--- src/rtl/dif_pkg.sv ---
package dif_pkg;
    localparam int REG_W    = 16;
    localparam int IDX_W    = $clog2(REG_W);
    localparam int NUM_SUB  = 2;
    localparam int NUM_SHR  = 4;
    localparam int ADDR_W   = 2;
    localparam int DB_BIT   = 14;
    localparam logic [REG_W-1:0] RSVD_MASK = 16'h8104;
    localparam logic [REG_W-1:0] IMPL_MASK = ~RSVD_MASK;

    localparam logic [ADDR_W-1:0] A_FLAG = 2'd0;
    localparam logic [ADDR_W-1:0] A_MASK = 2'd1;
    localparam logic [ADDR_W-1:0] A_CTRL = 2'd2;

    typedef enum logic {RQ_LOW, RQ_HIGH} rq_state_e;

    // flag position of shared slot k
    function automatic int shr_flag(input int k);
        case (k)
            0: return 6;
            1: return 7;
            2: return 10;
            default: return 11;
        endcase
    endfunction

    // serial event feeding shared slot k
    function automatic int shr_ser(input int k);
        case (k)
            0: return 8;
            1: return 9;
            2: return 6;
            default: return 7;
        endcase
    endfunction

    // DMA event feeding shared slot k
    function automatic int shr_dma(input int k);
        return 10 + k;
    endfunction
endpackage

--- src/rtl/dif_doorbell.sv ---
module dif_doorbell
    import dif_pkg::*;
(
    input  logic               clk,
    input  logic               rst_n,
    input  logic               ctrl_wr_i,
    input  logic [NUM_SHR:0]   ctrl_data_i,
    output logic               ring_o,
    output logic               req_o,
    output logic [NUM_SHR-1:0] sel_o
);
    rq_state_e           state_q, state_d;
    logic [NUM_SHR-1:0]  sel_q;

    always_comb begin
        state_d = state_q;
        unique case (state_q)
            RQ_LOW:  if (ctrl_wr_i && ctrl_data_i[0])  state_d = RQ_HIGH; // RING
            RQ_HIGH: if (ctrl_wr_i && !ctrl_data_i[0]) state_d = RQ_LOW;  // DISARM
            default: state_d = RQ_LOW;
        endcase
    end

    always_ff @(posedge clk or negedge rst_n) begin
        if (!rst_n) begin
            state_q <= RQ_LOW;
            sel_q   <= '0;
        end else begin
            state_q <= state_d;
            if (ctrl_wr_i) sel_q <= ctrl_data_i[NUM_SHR:1];
        end
    end

    always_comb begin
        ring_o = 1'b0;
        req_o  = 1'b0;
        unique case (state_q)
            RQ_LOW:  ring_o = ctrl_wr_i && ctrl_data_i[0];
            RQ_HIGH: req_o  = 1'b1;
            default: ;
        endcase
    end

    assign sel_o = sel_q;
endmodule

--- src/rtl/dif_src_mux.sv ---
module dif_src_mux
    import dif_pkg::*;
(
    input  logic [REG_W-1:0]   evt_i,
    input  logic [NUM_SHR-1:0] sel_i,
    input  logic               ring_i,
    output logic [REG_W-1:0]   set_o
);
    logic [NUM_SHR-1:0] shr_set;

    for (genvar k = 0; k < NUM_SHR; k++) begin : g_shr
        assign shr_set[k] = sel_i[k] ? evt_i[shr_dma(k)] : evt_i[shr_ser(k)];
    end

    always_comb begin
        set_o     = '0;
        set_o[0]  = evt_i[0];
        set_o[1]  = evt_i[1];
        set_o[3]  = evt_i[2];
        set_o[9]  = evt_i[3];
        set_o[4]  = evt_i[4];
        set_o[5]  = evt_i[5];
        set_o[12] = evt_i[14];
        set_o[13] = evt_i[15];
        set_o[DB_BIT] = ring_i;
        for (int k = 0; k < NUM_SHR; k++) set_o[shr_flag(k)] = shr_set[k];
    end
endmodule

--- src/rtl/dif_flag_bank.sv ---
module dif_flag_bank
    import dif_pkg::*;
(
    input  logic             clk,
    input  logic             rst_n,
    input  logic [REG_W-1:0] set_i,
    input  logic             clr_wr_i,
    input  logic             mask_wr_i,
    input  logic [REG_W-1:0] wr_data_i,
    output logic [REG_W-1:0] flag_o,
    output logic [REG_W-1:0] mask_o,
    output logic             irq_o,
    output logic [IDX_W-1:0] prio_o
);
    logic [REG_W-1:0] flag_q, mask_q, clr, pend;

    assign clr = clr_wr_i ? wr_data_i : '0;

    always_ff @(posedge clk or negedge rst_n) begin
        if (!rst_n) begin
            flag_q <= '0;
            mask_q <= '0;
        end else begin
            flag_q <= ((flag_q & ~clr) | set_i) & IMPL_MASK;
            if (mask_wr_i) mask_q <= wr_data_i & IMPL_MASK;
        end
    end

    assign pend  = flag_q & mask_q;
    assign irq_o = |pend;

    always_comb begin
        prio_o = '0;
        for (int i = REG_W - 1; i >= 0; i--)
            if (pend[i]) prio_o = IDX_W'(i);
    end

    assign flag_o = flag_q;
    assign mask_o = mask_q;
endmodule

--- src/rtl/dual_irq_flag_ctrl.sv ---
module dual_irq_flag_ctrl
    import dif_pkg::*;
(
    input  logic              clk,
    input  logic              rst_n,
    input  logic              wr_en_i,
    input  logic              wr_sub_i,
    input  logic [1:0]        wr_addr_i,
    input  logic [15:0]       wr_data_i,
    input  logic              rd_sub_i,
    input  logic [1:0]        rd_addr_i,
    output logic [15:0]       rd_data_o,
    input  logic [15:0]       evt0_i,
    input  logic [15:0]       evt1_i,
    output logic [1:0]        irq_o,
    output logic [3:0]        prio0_o,
    output logic [3:0]        prio1_o
);
    logic [NUM_SUB-1:0][REG_W-1:0]   flag_w, mask_w, set_w;
    logic [NUM_SUB-1:0][NUM_SHR-1:0] sel_w;
    logic [NUM_SUB-1:0][IDX_W-1:0]   prio_w;
    logic [NUM_SUB-1:0]              ring_w, req_w;

    for (genvar s = 0; s < NUM_SUB; s++) begin : g_sub
        logic hit;
        assign hit = wr_en_i && (wr_sub_i == s[0]);

        dif_doorbell u_db (
            .clk         (clk),
            .rst_n       (rst_n),
            .ctrl_wr_i   (hit && wr_addr_i == A_CTRL),
            .ctrl_data_i (wr_data_i[NUM_SHR:0]),
            .ring_o      (ring_w[s]),
            .req_o       (req_w[s]),
            .sel_o       (sel_w[s])
        );

        dif_src_mux u_mux (
            .evt_i  ((s == 0) ? evt0_i : evt1_i),
            .sel_i  (sel_w[s]),
            .ring_i (ring_w[NUM_SUB-1-s]),
            .set_o  (set_w[s])
        );

        dif_flag_bank u_bank (
            .clk       (clk),
            .rst_n     (rst_n),
            .set_i     (set_w[s]),
            .clr_wr_i  (hit && wr_addr_i == A_FLAG),
            .mask_wr_i (hit && wr_addr_i == A_MASK),
            .wr_data_i (wr_data_i),
            .flag_o    (flag_w[s]),
            .mask_o    (mask_w[s]),
            .irq_o     (irq_o[s]),
            .prio_o    (prio_w[s])
        );
    end

    always_comb begin
        unique case (rd_addr_i)
            A_FLAG:  rd_data_o = flag_w[rd_sub_i];
            A_MASK:  rd_data_o = mask_w[rd_sub_i];
            A_CTRL:  rd_data_o = {{(REG_W-NUM_SHR-1){1'b0}}, sel_w[rd_sub_i], req_w[rd_sub_i]};
            default: rd_data_o = '0;
        endcase
    end

    assign prio0_o = prio_w[0];
    assign prio1_o = prio_w[1];
endmodule

--- config.mk ---
export PLATFORM = sky130hd
export DESIGN_NAME = dual_irq_flag_ctrl
export DESIGN_NICKNAME = d
export VERILOG_FILES = /design/src/rtl/dif_pkg.sv /design/src/rtl/dif_doorbell.sv /design/src/rtl/dif_src_mux.sv /design/src/rtl/dif_flag_bank.sv /design/src/rtl/dual_irq_flag_ctrl.sv
export SDC_FILE = /design/constraint.sdc
export NUM_CORES = 1
export LEC_CHECK = 0
export BUFFER_PORTS_ARGS = -buffer_cell sky130_fd_sc_hd__buf_4
export CORE_ASPECT_RATIO = 0.7
export CORE_MARGIN = 2
export CORE_UTILIZATION = 55
export CTS_CLUSTER_SIZE = 28
export DETAILED_ROUTE_END_ITERATION = 10
export GPL_TIMING_DRIVEN = 1
export PLACE_DENSITY = 0.93
export SETUP_SLACK_MARGIN = 0.2
export SYNTH_ARGS = -nofsm -noshare
export SYNTH_HDL_FRONTEND = slang
export SYNTH_SLANG_ARGS = --single-unit
--- constraint.sdc ---
create_clock -name clk -period 2.9 [get_ports clk]
set_clock_uncertainty 0.05 [all_clocks]
set_input_delay 0.29 -clock clk [delete_from_list [all_inputs] [get_ports clk]]
set_output_delay 0.29 -clock clk [all_outputs]
set_load 0.02 [all_outputs]
==> flow_summary.ini <==
[floorplan]
die_w_um = 97.38
dieHeight_um = 69.37
initial_core_util_pct = 57.75
fp-row-count = 23
die_area_um2 = 6754
ios = 83
core_area_um2 = 5813

[synthesis]
ys_top_cells_by_area = dfrtp_1, mux2_2, mux4_2
post_synth_instance_area_um2 = 3357
synth_area_leader_cell = dfrtp_1
synth-simple-area-share_pct = 17.26
synth_xor_area_share_pct = 0
synthDistinctLibCells = 36
yosysWarnings = 0
synth-adder-area-share_pct = 0
synth_top_family_by_area = multiplexers
netlist.area_leader.share_pct = 46.22
yosys_register_bits = 62
ys_seq_area_share_pct = 46.22
synthCells = 304
avgSynthCellArea_um2 = 11.04
synth_compound_area_share_pct = 12.82
synthMuxAreaShare_pct = 20.46

[cts]
clockBufferDepth = 2
cts_num_sinks = 62
cts_tree = yes
numCtsBuffers = 9
root_buffer = clkbuf_8
cts_max_level = 3
path_clk_slew_ns = 0.06
clk_latency_ns = 0.35

[placement]
dp_hpwl_um = 6341
gp_congestion = 0.8943
place_inst = 444
portBuffers = 78

[layout]
most-common-layout-cells = buf_4, dfrtp_1, nand2_1
antenna_cells = 0
seqCellArea_um2 = 1551
syn_to_final_growth_pct = 24.11
final_cells = 460
finalNetCount = 438
final_layout_size_suffix_gt1_share_pct = 37.14
final_common_cell = buf_4
n_fill_cell = 431
multiInputGateArea_um2 = 1704

[worst_setup_path]
path_class = reg -> out
worstPathMaxFanout = 4
reg2reg_slack_ns = 1.96
reg2reg_to = g_sub[0].u_bank.flag_o[10]
arrival_ns = 1.75
rr_startpoint = g_sub[0].u_bank.flag_o[10]
required_ns = 2.56
endpoint_kind = output port
r2r_cells = 1
cp-start-kind = flip-flop

[global_routing]
grt_start_max_net_pins = 63
antenna_found_initial = 0
grt_remaining_overflow = 0
grt_usage_pct = 27.10
first_global_vias = 2760
grt_pass1_wl_um = 14110

[outcome]
status = finished clean

[power_and_ir_drop]
total_power_mw = 2.609
vdd_drop_max_mv = 0.3158
power_density_nw_per_um2 = 626.3
p_leak_nw = 1.785

[timing]
tightest_slew_ns = 0.7794
period_share_pct = 72.18
tns_ns = 0
hold_viol = 0
period_needed_ns = 2.093
slew_viol_final = 0
slew_headroom_pct = 47.99
final-setup-viol-count = 0
max_freq_ghz = 0.4777
rsz0062_at_grt = false

[drt]
drt_iter0_markers = 206
drc = 0
vias = 2736
first_pass_iters = 4
totalWireLength_um = 8583
ant_nets = 0
via_per_inst = 5.948
routedWlPerCell_um = 18.66

[hold_path]
holdPathEnd = g_sub[0].u_bank.flag_o[12]
hold_path_startpoint = evt0_i[14]
min-delay-path-class = in -> reg
hold_depth = 2

[job]
cap_viol_max_count = 0
-- worst max path at each step --
stage / slack [ns] / end / cells past startpoint / from
floorplan: 1.19 / rd_data_o[2] / 3 / rd_addr_i[1]
CTS: 0.83 / prio0_o[1] / 5 / g_sub[0].u_bank.mask_o[12]
detailed placement: 0.95 / rd_data_o[3] / 5 / rd_addr_i[0]
finish: 0.81 / prio0_o[1] / 5 / g_sub[0].u_bank.mask_o[12]
global route: 0.68 / prio0_o[1] / 5 / g_sub[0].u_bank.mask_o[12]
global placement: 0.98 / rd_data_o[3] / 5 / rd_addr_i[0]
-- metrics by stage --
step                utilization [%]  worst slack (ns)  area (um2)  hold slack, ns
floorplan                         -             1.194        3361        -0.05559
global placement              68.02            0.9815        3954          0.3563
detailed placement            68.02            0.9542        3954          0.3590
CTS                           71.67            0.8288        4167         0.05101
global route                  71.67            0.6812        4167         0.05247
finish                        71.67            0.8068        4167         0.06249
-- where the power goes --
| group | internal [mW] | switching, mW |
|---|---|---|
| clock network | 0.474 | 0.319 |
| registers | 0.994 | 0.122 |
| logic | 0.346 | 0.354 |
-- area by class of cell --
cell class | count | share of cell area, %
flip-flops and latches | 62 | 37.24
inverters | 3 | 0.2703
clock buffers | 10 | 3.063
clock inverters | 5 | 1.802
well taps | 75 | 2.252
repair buffers | 80 | 14.47
multi-input cells | 225 | 40.90
-- cell families (layout without fill, tap and decap cells) --
family | count (synthesis) | count (layout)
muxes | 53 | 53
buffers and inverters | 18 | 98
other | 1 | 2
DFF | 62 | 62
and+or+nand+nor | 111 | 111
AOI/OAI and AO/OA | 59 | 59
-- layer usage --
metal	global-route usage [%]	vias to the layer above	share of wire, %
met1	37.32	1318	44
li1	-	1262	-
met3	7.359	12	9.6
met5	0	-	0
met4	8.488	0	1.1
met2	42.38	144	46
-- cell usage after synthesis --
library cell,count
a211oi_1,6
a21boi_0,2
a21o_1,17
a21oi_1,14
a221o_1,8
a22o_1,2
a22oi_1,2
a32o_1,1
a32oi_1,2
and2_1,2
buf_2,6
buf_4,6
buf_6,1
clkbuf_1,2
conb_1,1
dfrtp_1,62
inv_1,3
mux2_2,35
mux2i_1,9
mux4_2,9
nand2_1,54
nand2b_1,2
nand2b_2,1
nand3_1,8
nand4_1,4
nand4b_1,1
nand4b_2,1
nor2_1,10
nor2b_1,18
nor3_1,2
nor3_2,1
nor3_4,1
nor3b_1,4
nor3b_4,2
o21ai_0,3
o31a_1,2
-- timing repair --
action	in CTS	in global routing
hold buffers	1	0
endpoints found under the hold margin	62	0
buffers inserted	0	0
gates resized for setup	0	0
-- state kept, by name, indices dropped and copies added, names as in the netlist, named ones only --
register and cells:
g_sub.u_bank.mask_o 26, g_sub.u_bank.flag_o 26, g_sub.u_db.sel_o 8
-- critical path: stages (launching register included) --
cell	delay, ns
dfrtp_1	0.41
a22o_1	0.25
o21ai_0	0.15
a21oi_1	0.09
nor3b_1	0.30
buf_4	0.21
(Power assumes the default switching activity.)
